$ cat config.mk
export PLATFORM = sky130hd
export DESIGN_NAME = recip_gate_counter
export DESIGN_NICKNAME = d
export VERILOG_FILES = /design/src/rtl/recip_gate_counter_pkg.sv /design/src/rtl/recip_gate_counter_edge.sv /design/src/rtl/recip_gate_counter_satcnt.sv /design/src/rtl/recip_gate_counter_datapath.sv /design/src/rtl/recip_gate_counter_control.sv /design/src/rtl/recip_gate_counter.sv
export SDC_FILE = /design/constraint.sdc
export NUM_CORES = 1
export LEC_CHECK = 0
export ABC_AREA = 1
export BUFFER_PORTS_ARGS = -buffer_cell sky130_fd_sc_hd__buf_2
export CAP_MARGIN = 10
export CORE_UTILIZATION = 55
export CTS_CLUSTER_SIZE = 28
export DETAILED_ROUTE_END_ITERATION = 10
export HOLD_SLACK_MARGIN = 0.05
export PLACE_DENSITY_LB_ADDON = 0.15
export SLEW_MARGIN = 20
export SYNTH_ARGS = -nofsm -noshare
export SYNTH_HDL_FRONTEND = slang
export SYNTH_SLANG_ARGS = --single-unit
$ cat constraint.sdc
create_clock -name clk -period 5.7 [get_ports clk]
set_input_delay 0.855 -clock clk [delete_from_list [all_inputs] [get_ports clk]]
set_output_delay 0.855 -clock clk [all_outputs]
set_load 0.005 [all_outputs]
$ cat src/rtl/recip_gate_counter_pkg.sv
package recip_gate_counter_pkg;

  typedef enum logic [1:0] {
    ST_IDLE = 2'd0,
    ST_SEEK = 2'd1,
    ST_RUN  = 2'd2,
    ST_HOLD = 2'd3
  } ctlState_t;

  // strobes from control to datapath, at most one of clear/open/step/close per cycle
  typedef struct packed {
    logic clear;     // zero everything (arm)
    logic open;      // first window starts on this edge
    logic step;      // accumulate one clock
    logic edgeSeen;  // with step: a rising edge inside the window
    logic close;     // capture results and restart on this edge
  } dpStrobe_t;

endpackage

$ cat src/rtl/recip_gate_counter_edge.sv
module recip_gate_counter_edge #(
  parameter int SYNC_STAGES = 2
) (
  input  logic clk,
  input  logic rstN,
  input  logic sigIn,
  output logic sigLevel,
  output logic sigRise
);

  logic [SYNC_STAGES-1:0] syncChain;
  logic                   levelPrev;

  genvar g;
  generate
    for (g = 0; g < SYNC_STAGES; g++) begin : gSync
      if (g == 0) begin : gFirst
        always_ff @(posedge clk) begin
          if (!rstN) syncChain[0] <= 1'b0;
          else       syncChain[0] <= sigIn;
        end
      end else begin : gNext
        always_ff @(posedge clk) begin
          if (!rstN) syncChain[g] <= 1'b0;
          else       syncChain[g] <= syncChain[g-1];
        end
      end
    end
  endgenerate

  always_ff @(posedge clk) begin
    if (!rstN) levelPrev <= 1'b0;
    else       levelPrev <= syncChain[SYNC_STAGES-1];
  end

  assign sigLevel = syncChain[SYNC_STAGES-1];
  assign sigRise  = syncChain[SYNC_STAGES-1] & ~levelPrev;

endmodule

$ cat src/rtl/recip_gate_counter_satcnt.sv
module recip_gate_counter_satcnt #(
  parameter int W = 32
) (
  input  logic         clk,
  input  logic         rstN,
  input  logic         clear,
  input  logic         load,
  input  logic         loadBit,
  input  logic         inc,
  output logic [W-1:0] value,
  output logic         atMax
);

  localparam logic [W-1:0] MAX_VAL = '1;

  assign atMax = (value == MAX_VAL);

  always_ff @(posedge clk) begin
    if (!rstN || clear)    value <= '0;
    else if (load)         value <= W'(loadBit);
    else if (inc && !atMax) value <= value + W'(1);
  end

endmodule

$ cat src/rtl/recip_gate_counter_datapath.sv
module recip_gate_counter_datapath
  import recip_gate_counter_pkg::*;
#(
  parameter int CNT_W = 32
) (
  input  logic             clk,
  input  logic             rstN,
  input  dpStrobe_t        stb,
  input  logic             sigLevel,
  input  logic [CNT_W-1:0] gateTime,
  output logic             gateFlag,
  output logic [CNT_W-1:0] resClk,
  output logic [CNT_W-1:0] resCyc,
  output logic [CNT_W-1:0] resHigh,
  output logic             ovf
);

  localparam logic [CNT_W-1:0] ONE = CNT_W'(1);

  logic             restart;
  logic [CNT_W-1:0] accClk, accCyc, accHigh;
  logic             clkMax, cycMax, highMax;
  logic [CNT_W-1:0] clkNext, cycClosed;
  logic             satHit;

  assign restart = stb.open | stb.close;

  recip_gate_counter_satcnt #(.W(CNT_W)) clkCntI (
    .clk(clk), .rstN(rstN), .clear(stb.clear), .load(restart), .loadBit(1'b1),
    .inc(stb.step), .value(accClk), .atMax(clkMax));

  recip_gate_counter_satcnt #(.W(CNT_W)) highCntI (
    .clk(clk), .rstN(rstN), .clear(stb.clear), .load(restart), .loadBit(sigLevel),
    .inc(stb.step & sigLevel), .value(accHigh), .atMax(highMax));

  recip_gate_counter_satcnt #(.W(CNT_W)) cycCntI (
    .clk(clk), .rstN(rstN), .clear(stb.clear), .load(restart), .loadBit(1'b0),
    .inc(stb.step & stb.edgeSeen), .value(accCyc), .atMax(cycMax));

  // elapsed count the clock counter will hold after this edge
  assign clkNext   = clkMax ? accClk : accClk + ONE;
  // the closing edge completes one more cycle
  assign cycClosed = cycMax ? accCyc : accCyc + ONE;

  assign satHit = (stb.step  & (clkMax | (sigLevel & highMax) | (stb.edgeSeen & cycMax)))
                | (stb.close & cycMax);

  // gate-reached flag, one D flip-flop fed by the next elapsed value
  always_ff @(posedge clk) begin
    if (!rstN || stb.clear) gateFlag <= 1'b0;
    else if (restart)       gateFlag <= (ONE >= gateTime);
    else if (stb.step)      gateFlag <= (clkNext >= gateTime);
  end

  always_ff @(posedge clk) begin
    if (!rstN) begin
      resClk  <= '0;
      resCyc  <= '0;
      resHigh <= '0;
    end else if (stb.close) begin
      resClk  <= accClk;
      resCyc  <= cycClosed;
      resHigh <= accHigh;
    end
  end

  always_ff @(posedge clk) begin
    if (!rstN || stb.clear) ovf <= 1'b0;
    else if (satHit)        ovf <= 1'b1;
  end

endmodule

$ cat src/rtl/recip_gate_counter_control.sv
module recip_gate_counter_control
  import recip_gate_counter_pkg::*;
(
  input  logic      clk,
  input  logic      rstN,
  input  logic      arm,
  input  logic      holdMode,
  input  logic      readStrobe,
  input  logic      sigRise,
  input  logic      gateFlag,
  output dpStrobe_t stb,
  output ctlState_t state,
  output logic      done
);

  ctlState_t nextState;

  always_comb begin
    stb       = '0;
    nextState = state;
    if (arm) begin
      stb.clear = 1'b1;
      nextState = ST_SEEK;
    end else begin
      unique case (state)
        ST_IDLE: nextState = ST_IDLE;
        ST_SEEK: begin
          if (sigRise) begin
            stb.open  = 1'b1;
            nextState = ST_RUN;
          end
        end
        ST_RUN: begin
          if (sigRise && gateFlag) begin
            stb.close = 1'b1;
            if (holdMode) nextState = ST_HOLD;
          end else begin
            stb.step     = 1'b1;
            stb.edgeSeen = sigRise;
          end
        end
        ST_HOLD: begin
          if (readStrobe) nextState = ST_IDLE;
        end
        default: nextState = ST_IDLE;
      endcase
    end
  end

  always_ff @(posedge clk) begin
    if (!rstN) state <= ST_IDLE;
    else       state <= nextState;
  end

  always_ff @(posedge clk) begin
    if (!rstN || arm)    done <= 1'b0;
    else if (stb.close)  done <= 1'b1;
    else if (readStrobe) done <= 1'b0;
  end

endmodule

$ cat src/rtl/recip_gate_counter.sv
module recip_gate_counter
  import recip_gate_counter_pkg::*;
#(
  parameter int CNT_W       = 32,
  parameter int SYNC_STAGES = 2
) (
  input  logic             clk,
  input  logic             rstN,
  input  logic             sigIn,
  input  logic [CNT_W-1:0] gateTime,
  input  logic             holdMode,
  input  logic             arm,
  input  logic             readStrobe,
  output logic [CNT_W-1:0] clkCount,
  output logic [CNT_W-1:0] cycCount,
  output logic [CNT_W-1:0] highCount,
  output logic             done,
  output logic             overflow
);

  logic      sigLevel, sigRise, gateFlag;
  dpStrobe_t stb;
  ctlState_t state;

  recip_gate_counter_edge #(.SYNC_STAGES(SYNC_STAGES)) edgeI (
    .clk(clk), .rstN(rstN), .sigIn(sigIn), .sigLevel(sigLevel), .sigRise(sigRise));

  recip_gate_counter_control ctlI (
    .clk(clk), .rstN(rstN), .arm(arm), .holdMode(holdMode), .readStrobe(readStrobe),
    .sigRise(sigRise), .gateFlag(gateFlag), .stb(stb), .state(state), .done(done));

  recip_gate_counter_datapath #(.CNT_W(CNT_W)) dpI (
    .clk(clk), .rstN(rstN), .stb(stb), .sigLevel(sigLevel), .gateTime(gateTime),
    .gateFlag(gateFlag), .resClk(clkCount), .resCyc(cycCount), .resHigh(highCount),
    .ovf(overflow));

endmodule

==> reports/metrics.cfg, run 1 <==
[sta]
tightest_slew_ps=1070
fin_crit_sh_pct=64.0
finalCriticalPeriod_ps=3650
slew_headroom_pct=28.7
clock.fmax_mhz=274
setup_ws_ps=2050
hold_violations=0
setup_violations=0
skew_ps=10.5
rsz0062_at_grt=false
tns_ps=0
final_max_slew_viol_count=0

[critical_path]
critical-path-slowest-cell=nand2_1
path_max_fanout=29
path_cells=ha_1 -> nand3_1 -> inv_1 -> nand2_1 -> nor2_2 -> nand2_1 -> inv_1 -> or2_2 -> ha_1 -> nand2_1 -> nor2_1 -> nand2_1 -> o21ai_0 -> nor2_1 -> nand2_1 -> nand2_1 -> nand3_1 -> nand2_1 -> a21oi_1
critPathLaunchType=flop
crit_path_max_incr_delay_ps=720
cp.required_ps=6070
worst_path_most_repeated_cell=nand2_1
reg2reg_depth=19
r2r-start=dpI.clkCntI.value[0]$_SDFFE_PP0P_
r2r_slack_ps=2050
cp_data_arrival_time_ps=4010
rr_endpoint=dpI.gateFlag$_SDFFE_PP0P_
end_kind=flop
criticalPathCategory=reg -> reg

[hold_path]
whs_path_depth=2
worstHoldStart=edgeI.syncChain[0]$_SDFF_PN0_
worst_hold_path_type=reg -> reg
hold_end=edgeI.sigLevel$_SDFF_PN0_

[cts]
path_clk_slew_ps=70
ctsHoldBuffers=0
cts_buffer_depth=2
cts-root-buf=clkbuf_16
cts_buffers=17
clkLatencyLatePin_ps=440
clock-sinks=200
ctsHtreeMaxLevel=4
post_cts_buffers=0
tritoncts=done
ctsResizeCount=0

[power_and_ir_drop]
p_seq_share_pct=50.3
powerDensity_nw_per_um2=233
vdd_drop_max_mv=0.209
switching_power_uw=644
swShare_pct=23.0
p_int_mw=2.16
clkPwrFrac_pct=45.9
cellLeakagePower_nw=5.22
combinationalPowerShare_pct=3.8
finalPower_mw=2.80

[routing]
drtIter0Drc=860
wl_um=29400
wl_per_cell_um=15.4
num_vias=10100
drt_pass1_iterations=5
drc=0
ant_nets=0
via_per_inst=5.32

[yosys]
yosys.cell_types.count=44
syn_avg_cell_area_um2=6.96
syn_nets=1617
async_reset_ff_share_pct=0
synth_area_um2=10700
synth_ff_type=dfxtp_1
synthCells=1541
ys_warn_count=0
ys_ff_latch=200
seq_area_frac_synth_pct=37.4
synth-edff-count=0

[global_routing]
grt_max_degree=106
grt_usage_pct=29.9
antenna_found_initial=0
grt_pass1_wl_um=47600
grt_pass1_vias=9402
overflow=0

[placed_design]
dp_slack_ps=2080
place_hpwl_um=21400
io_buffers=135
gp_congestion=0.989

[cells_and_area]
multiInputGateArea_um2=5810
layout_commonest_cell=nand2_1
nets=1711
final_cell_mix=nand2_1, dfxtp_1, nor2_1
drive_above_1_share_pct=15.0
nFillCells=1807
area_delta_synth_final_pct=12.3
ff_latch_area_um2=4000
antenna_cells=0

[run]
maxCapViolations=0

[floorplanning]
io_pins=136
initial_core_util_pct=56.7
die_x_um=142
dieArea_um2=20100
core_area_um2=18900
rows=50
fp.dieH_um=142

[outcome]
status=completed

==> per-layer routing <==
layer	vias up	track usage, %	routed length (µm)
li1	5221	-	-
met1	4597	40.6	13800
met2	284	49.6	13700
met3	41	3.68	1290
met4	0	8.83	547
met5	-	0	0
==> through the flow <==
stage / cells / utilization, % / area, µm² / hold WS, ps
after floorplan: 1541 / - / 10700 / 390
after global placement: 1876 / 60.4 / 11400 / 402
after detailed placement: 1876 / 60.4 / 11400 / 399
after CTS: 1908 / 63.7 / 12000 / 419
after global routing: 1908 / 63.7 / 12000 / 446
final: 1908 / 63.7 / 12000 / 419
==> Yosys cell counts (4+ instances only) <==
library cell / number / area share, %
nand3_1: 50 / 2.3
nor2_1: 191 / 6.7
nor3_2: 10 / 0.93
xnor2_1: 7 / 0.57
a21oi_1: 136 / 6.3
nand2_2: 9 / 0.53
dfxtp_1: 200 / 37
nand4_1: 25 / 1.5
nand2_1: 347 / 12
nor3_1: 37 / 1.7
inv_2: 20 / 0.70
inv_1: 132 / 4.6
ha_1: 38 / 4.4
a211oi_2: 9 / 1.1
or2_2: 5 / 0.29
o21ai_1: 24 / 1.1
nor2_2: 6 / 0.35
o21ai_0: 121 / 5.6
a31oi_1: 9 / 0.53
buf_2: 24 / 1.1
xor2_1: 56 / 4.6
nor4_1: 9 / 0.53
clkbuf_1: 27 / 0.95
buf_6: 5 / 0.53
a21oi_2: 9 / 0.74
a211oi_1: 4 / 0.28
==> worst max path at each step <==
stage	slack [ps]	depth (start not counted)	to	startpoint
detailed placement	2080	19	dpI.gateFlag$_SDFFE_PP0P_	dpI.clkCntI.value[0]$_SDFFE_PP0P_
CTS	2080	19	dpI.gateFlag$_SDFFE_PP0P_	dpI.clkCntI.value[0]$_SDFFE_PP0P_
global route	1710	19	dpI.gateFlag$_SDFFE_PP0P_	dpI.clkCntI.value[0]$_SDFFE_PP0P_
floorplan	3040	20	dpI.gateFlag$_SDFFE_PP0P_	dpI.clkCntI.value[0]$_SDFFE_PP0P_
global placement	2220	19	dpI.gateFlag$_SDFFE_PP0P_	dpI.clkCntI.value[0]$_SDFFE_PP0P_
finish	2050	19	dpI.gateFlag$_SDFFE_PP0P_	dpI.clkCntI.value[0]$_SDFFE_PP0P_
==> final cells by class <==
| type | count | share of cell area [%] |
|---|---|---|
| flip-flops and latches | 200 | 33.3 |
| clock buffers | 20 | 3.79 |
| multi-input cells | 1124 | 48.3 |
| clock inverters | 12 | 1.35 |
| inverters | 154 | 4.82 |
| well taps | 260 | 2.70 |
| repair buffers | 138 | 5.80 |
==> power by group through the flow <==
stage	clock (mW)	combinational, mW	sequential [mW]
after global placement	0	0.104	1.44
after global routing	1.35	0.121	1.41
final	1.29	0.108	1.41
after floorplan	0	0.0743	1.44
after detailed placement	0	0.107	1.44
after CTS	1.30	0.108	1.41
==> cells by family after synthesis <==
family | synth area share, %
flops | 37.4
fa+ha+maj | 4.44
simple gates | 28.4
compound gates | 16.2
xor+xnor | 5.15
buf+inv | 8.47
==> flip-flops by register name (all words and copies together), names as in the netlist <==
signal              cells
dpI.ovf                 1
edgeI.levelPrev         1
dpI.clkCntI.value      32
edgeI.sigLevel          1
dpI.highCntI.value     32
dpI.resCyc             32
ctlI.done               1
edgeI.syncChain         1
dpI.resHigh            32
dpI.resClk             32
dpI.gateFlag            1
ctlI.state              2
dpI.cycCntI.value      32
==> worst max-delay path, delay by kind of cell (launching register included) <==
family          cells  cell delay [ps]
fa+ha+maj           2              580
buf+inv             2              320
flops               1              370
simple gates       13             2040
compound gates      2              260
No activity file was read; power rests on OpenSTA's default activity.
==> inputs of run 2 (changes only) <==
--- a/config.mk
+++ b/config.mk
@@ -5,10 +5,10 @@
 export SDC_FILE = /design/constraint.sdc
 export NUM_CORES = 1
 export LEC_CHECK = 0
-export ABC_AREA = 1
+export ABC_AREA = 0
 export BUFFER_PORTS_ARGS = -buffer_cell sky130_fd_sc_hd__buf_2
 export CAP_MARGIN = 10
-export CORE_UTILIZATION = 55
+export CORE_UTILIZATION = 53
 export CTS_CLUSTER_SIZE = 28
 export DETAILED_ROUTE_END_ITERATION = 10
 export HOLD_SLACK_MARGIN = 0.05
==> constraint.sdc (replaced) <==
create_clock -name clk -period 3 [get_ports clk]
set_input_delay 0.45 -clock clk [delete_from_list [all_inputs] [get_ports clk]]
set_output_delay 0.45 -clock clk [all_outputs]
set_load 0.005 [all_outputs]
==> run 2 against run 1 <==
Net effect:
- register-to-register slack got worse by 2000 ps
- cell area increased by 5.0%
- worst setup slack got worse by 2000 ps
- worst hold slack got worse by 200 ps
- non-clock buffer count increased by 95
- first-iteration DRC count decreased by 36%
- area after synthesis decreased by 1.7%
==> reports/metrics.cfg, run 2 <==
[cells_and_area]
nFillCells=1711  ; -5.3%
multiInputGateArea_um2=6110  ; +5.1%
layout_commonest_cell=nand2_1
drive_above_1_share_pct=20.1  ; +5.1 points
nets=1562  ; -8.7%
area_delta_synth_final_pct=19.9
fin_area_um2=12600  ; +5.0%
antenna_cells=0  ; unchanged
ff_latch_area_um2=4010  ; +0.22%
layoutNonFillerInstCount=1764  ; -7.5%
final_cell_mix=nand2_1, dfxtp_1, buf_2

[power_and_ir_drop]
powerDensity_nw_per_um2=410  ; +76%
finalPower_mw=5.18  ; +85%
vdd_drop_max_mv=0.411  ; +97%
cellLeakagePower_nw=4.98  ; -4.6%

[yosys]
async_reset_ff_share_pct=0  ; unchanged
synth_area_um2=10500  ; -1.7%
synth_common_cells=nand2_1, dfxtp_1, a21oi_1
syn_avg_cell_area_um2=7.97  ; +15%
post-synth-top-area-cell=dfxtp_1
syn_nets=1398  ; -14%
synthTopCellsByArea=dfxtp_1, nand2_1, a21oi_1
synth-edff-count=0  ; unchanged
ys_ff_latch=200  ; unchanged
synth_ff_type=dfxtp_1
yosysTopAreaCellShare_pct=38.0  ; +0.63 points
yosys.cell_types.count=61  ; +39%
yosysMostFrequentCell=nand2_1
seq_area_frac_synth_pct=38.0  ; +0.63 points
ys_warn_count=0  ; unchanged
synthCells=1322  ; -14%

[cts]
clkLatencyLatePin_ps=440  ; about the same
post_cts_buffers=0  ; unchanged
clock-sinks=200  ; unchanged
cts_buffers=17  ; unchanged
path_clk_slew_ps=70  ; about the same
tritoncts=done
cts_buffer_depth=2  ; unchanged
ctsHtreeMaxLevel=4  ; unchanged
cts-root-buf=clkbuf_16

[routing]
wl_um=27100  ; -7.7%
drtIter0Drc=548  ; -36%
wl_per_cell_um=15.4  ; -0.15%
ant_nets=0  ; unchanged
via_per_inst=5.75  ; +8.2%
num_vias=10100  ; -0.0099%
drt_pass1_iterations=5  ; unchanged
drc=0  ; unchanged

[sta]
rsz0062_at_grt=true
clock.fmax_mhz=342  ; +25%
setup_violations=0  ; unchanged
skew_ps=14.7  ; +4.17 ps
hold_violations=0  ; unchanged
fin_crit_sh_pct=97.6  ; +34 points
tightest_slew_ps=888  ; -180 ps
whs_ps=222  ; -198 ps
finalCriticalPeriod_ps=2930  ; -719 ps
slew_headroom_pct=40.8  ; +12 points
final_max_slew_viol_count=0  ; unchanged
tns_ps=0  ; unchanged

[placed_design]
gp_congestion=0.888  ; -10%
dp.cells=1732  ; -7.7%
postPlaceCellArea_um2=12000  ; +5.1%
io_buffers=135  ; unchanged
place_hpwl_um=18900  ; -11%

[global_routing]
antenna_found_initial=0  ; unchanged
grt_max_degree=102  ; -3.8%
grt_busiest_layer=met2
grt_pass1_wl_um=44400  ; -6.7%
overflow=0  ; unchanged
grt_pass1_vias=9296  ; -1.1%
grt_usage_pct=26.9  ; -2.9 points
grt_use_met2_pct=46.0  ; -3.6 points
use_met3_pct=4.36  ; +0.68 points
met1_usage_pct=34.2  ; -6.4 points

[outcome]
status=completed

[hold_path]
worst_hold_path_type=in -> reg

[floorplanning]
rows=51  ; +2.0%
fp.dieH_um=143  ; +1.0%
core_area_um2=19500  ; +3.0%
die_x_um=143  ; +1.0%
io_pins=136  ; unchanged
initial_core_util_pct=54.2  ; -2.6 points
dieArea_um2=20500  ; +2.0%

[critical_path]
end_kind=flop
criticalPathCategory=reg -> reg
path_max_fanout=10  ; -66%
r2r_slack_ps=70  ; -1980 ps
cp.required_ps=3310  ; -2760 ps
cp_data_arrival_time_ps=3240  ; -770 ps
critPathLaunchType=flop

[run]
maxCapViolations=0  ; unchanged

run 2: cell count changes after synthesis, sizes merged, moves of 19 or more:
| cell | delta |
|---|---|
| nor3 | -36 |
| buf | -21 |
| inv | -110 |
| nand2 | -123 |
| o21ai | -62 |
| nor2 | -167 |
| clkbuf | +46 |
| a21oi | -34 |
| and4 | +19 |
| a21boi | +68 |
| or3 | +48 |
| xor2 | -21 |
| o31ai | +24 |
| or4 | +35 |
run 2: final timing paths:
path                                                       to  cells after the start                         startpoint
worst max-delay path                dpI.gateFlag$_SDFFE_PP0P_                     13  dpI.clkCntI.value[1]$_SDFFE_PP0P_
worst min-delay path            edgeI.syncChain[0]$_SDFF_PN0_                      2                              sigIn
worst max register to register      dpI.gateFlag$_SDFFE_PP0P_                     13  dpI.clkCntI.value[1]$_SDFFE_PP0P_
worst min register to register      edgeI.sigLevel$_SDFF_PN0_                      1      edgeI.syncChain[0]$_SDFF_PN0_
run 2: layout make-up:
class                      count  area share [%]
inverter                      43            1.28
timing repair buffer         233            11.3
clock inverter                11            1.09
sequential                   200            31.8
tap                          265            2.62
clock buffer                  21            3.64
multi-input combinational    991            48.3
run 2: timing repair:
item | 4_1_cts | 5_1_grt
hold endpoints to repair | 0 | 0
resized for setup | 4 | 8
endpoints found under the setup margin | 1 | 1
gates cloned | 0 | 0
hold buffers | 0 | 0
run 2: kinds of logic (layout without fill, tap and decap cells):
kind of cell	count (synthesis)	after routing	share of synthesized area (%)
buf+inv	131	308	4.80
xor+xnor	57	57	4.74
fa+ha+maj	38	38	4.51
mux	11	11	1.06
compound gates	340	340	19.9
flops	200	200	38.0
simple gates	545	545	27.0
run 2: critical path, stage by stage, from the launching register on:
cell	delay [ps]
dfxtp_4	360
ha_4	140
and4_4	210
nand4_1	120
or4_4	450
buf_6	160
nand2_1	70
ha_1	240
a211oi_1	240
o21a_1	150
o21ai_1	80
a2111oi_2	330
buf_4	170
o221ai_1	90
run 2: report_power, final:
| group | switching [mW] | leakage [nW] | internal, mW | total (mW) |
|---|---|---|---|---|
| logic | 0.105 | 3.08 | 0.0694 | 0.174 |
| clock network | 1.05 | 0.282 | 1.29 | 2.34 |
| registers | 0.00382 | 1.61 | 2.65 | 2.66 |
run 2: layer usage:
metal | wire, µm | part of all wire [%] | vias up
met5 | 0 | 0 | -
met4 | 498 | 1.8 | 0
met3 | 1210 | 4.5 | 43
met2 | 12900 | 48 | 229
met1 | 12500 | 46 | 4789
li1 | - | - | 5081
run 2: stage by stage:
stage,setup slack [ps],util (%)
CTS,6.23,64.8
detailed placement,-109,61.6
finish,73.4,64.9
floorplan,6.92,-
global route,-84.2,64.9
global placement,-42.0,61.6
==> inputs of run 3 (changes only) <==
--- a/config.mk
+++ b/config.mk
@@ -8,7 +8,7 @@
 export ABC_AREA = 0
 export BUFFER_PORTS_ARGS = -buffer_cell sky130_fd_sc_hd__buf_2
 export CAP_MARGIN = 10
-export CORE_UTILIZATION = 53
+export CORE_UTILIZATION = 30
 export CTS_CLUSTER_SIZE = 28
 export DETAILED_ROUTE_END_ITERATION = 10
 export HOLD_SLACK_MARGIN = 0.05
==> run 3 against run 2 <==
Net effect:
- the run now ends with negative setup slack left
- cell count is 11% higher
- via count fell by 1.0%
- critical path depth up 1
- critical path type unchanged
- sequential cell count did not move
- die area grew 75%
- worst hold slack better by 67 ps
- global-route usage down 9.2 points
- wire length is 17% higher
- clock power up 7%
- clock-buffer cell count down 1
- critical endpoint unchanged
- non-clock buffer count grew 3
- worst setup slack got worse by 99 ps
==> reports/metrics.cfg, run 3 (synthesis results as in run 2) <==
[floorplanning]
dieArea_um2=35900  ; +75%
rows=68  ; +33%
core_area_um2=34500  ; +77%
io_pins=136  ; unchanged
die_x_um=189  ; +32%
fp.dieH_um=189  ; +32%
initial_core_util_pct=30.5  ; -24 points

[global_routing]
grt_usage_pct=17.8  ; -9.2 points
overflow=0  ; unchanged
grt_pass1_wl_um=50900  ; +15%
grt_max_degree=102  ; unchanged
antenna_found_initial=2  ; +2
grt_pass1_vias=9556  ; +2.8%

[power_and_ir_drop]
cellLeakagePower_nw=5.03  ; +1.1%
switching_power_mw=1.24  ; +6.4%
powerDensity_nw_per_um2=410  ; +0.11%
p_seq_share_pct=49.8  ; -1.5 points
swShare_pct=23.2  ; +0.71 points
combinationalPowerShare_pct=3.4  ; about the same
finalPower_mw=5.34  ; +3.1%
clkPwrFrac_pct=46.8  ; +1.5 points
p_int_mw=4.10  ; +2.2%
vdd_drop_max_mv=0.395  ; -3.9%

[cts]
cts_buffers=17  ; unchanged
clkLatencyLatePin_ps=450  ; about the same
cts-root-buf=clkbuf_16
tritoncts=done
clock-sinks=200  ; unchanged
ctsHtreeMaxLevel=4  ; unchanged
cts_buffer_depth=2  ; unchanged
path_clk_slew_ps=80  ; about the same

[hold_path]
worst_hold_path_type=in -> reg
worstHoldStart=sigIn

[sta]
clock.fmax_mhz=330  ; -3.3%
tns_ps=-26.0  ; -26.0 ps
setup_ws_ps=-26.0  ; -99.4 ps
setup_violations=1  ; +1
slew_headroom_pct=38.8  ; -2.0 points
final_max_slew_viol_count=0  ; unchanged
finalCriticalPeriod_ps=3030  ; +99.4 ps
skew_ps=17.2  ; +2.57 ps
hold_violations=0  ; unchanged
fin_crit_sh_pct=101  ; +3.3 points
whs_ps=288  ; +66.5 ps
rsz0062_at_grt=true
tightest_slew_ps=918  ; +29.9 ps

[routing]
wl_um=31700  ; +17%
drtIter0Drc=560  ; +2.2%
drt_pass1_iterations=5  ; unchanged
num_vias=10000  ; -1.0%
ant_nets=0  ; unchanged
wl_per_cell_um=16.2  ; +5.5%
via_per_inst=5.13  ; -11%
drc=0  ; unchanged

[placed_design]
gp_congestion=0.821  ; -7.6%
io_buffers=135  ; unchanged
place_hpwl_um=22400  ; +18%

[cells_and_area]
final_cell_mix=nand2_1, dfxtp_1, buf_2
area_delta_synth_final_pct=23.5
nets=1565  ; +0.19%
antenna_cells=0  ; unchanged
layout_commonest_cell=nand2_1
drive_above_1_share_pct=21.0  ; +0.89 points

[critical_path]
crit_path_start=dpI.clkCntI.value[0]$_SDFFE_PP0P_
cp.required_ps=3320  ; about the same
critPathLaunchType=flop
r2r-start=dpI.clkCntI.value[0]$_SDFFE_PP0P_
cp_data_arrival_time_ps=3340  ; +100 ps
end_kind=flop
path_max_fanout=6  ; -4
criticalPathCategory=reg -> reg

[outcome]
violations=negative setup slack
status=finished with violations

[run]
maxCapViolations=0  ; unchanged

==> run 3: changes by cell type in the layout (fill, tap and decap cells not counted), moves of 2 or more <==
cell        previous run  this run
nand2_1              233       229
nand2_2                1         5
a21oi_1              111       108
a21oi_2                0         3
ha_1                  37        34
ha_4                   1         4
buf_12                 1         3
clkinv_2               0         2
clkinvlp_4             3         1
nand3_1               49        51
nand3_2                3         1
==> run 3: worst max-delay path, stage by stage (launching register included) <==
cell and delay, ps:
dfxtp_4 370, ha_4 140, and4_4 200, nand4_1 140, or4_4 580, buf_6 150
buf_4 150, buf_4 130, nand2_2 80, ha_4 210, nand4_1 120, nor2_2 70
a2111oi_4 330, buf_4 160, o221ai_2 70
==> run 3: final timing paths <==
check	to	slack (ps)	cells after the start
setup reg to reg	dpI.gateFlag$_SDFFE_PP0P_	-30	14
hold reg to reg	edgeI.sigLevel$_SDFF_PN0_	430	1
hold / removal	edgeI.syncChain[0]$_SDFF_PN0_	290	2
setup / recovery	dpI.gateFlag$_SDFFE_PP0P_	-30	14
==> run 3: through the flow <==
stage / util (%) / std cells / setup WS [ps] / instance area (µm²)
detailed placement: 35.5 / 1921 / -222 / 12300
floorplan: - / 1322 / 6.92 / 10600
global placement: 35.5 / 1921 / -195 / 12300
CTS: 37.3 / 1953 / -18.6 / 12900
global route: 37.7 / 1957 / -167 / 13000
finish: 37.7 / 1957 / -26.0 / 13000
==> run 3: power groups by stage <==
stage / Clock (mW) / Combinational (mW) / Sequential, mW
after global routing: 2.68 / 0.205 / 2.66
after global placement: 0 / 0.181 / 2.72
after CTS: 2.58 / 0.184 / 2.66
after detailed placement: 0 / 0.183 / 2.72
final: 2.50 / 0.184 / 2.66
after floorplan: 0 / 0.101 / 2.72
==> run 3: metal layers <==
layer  share of wire, %  vias up  GRT usage [%]
li1                   -     5070              -
met1                 49     4763           23.8
met2                 47      186           29.7
met3                3.8       16           3.19
met4               0.70        2           3.60
met5              0.054        -              0
==> run 3: timing repair <==
item,CTS,global route
pin swaps,1,11
hold buffers,0,0
setup buffers,0,4
gates resized for setup,7,18
endpoints found under the setup margin,1,1
==> run 3: layout make-up <==
class	instances	area [µm²]
clock buffer	20	457
clock inverter	12	165
fill	3680	21500
inverter	43	161
multi-input combinational	991	6180
sequential	200	4010
tap	455	569
timing repair buffer	236	1480
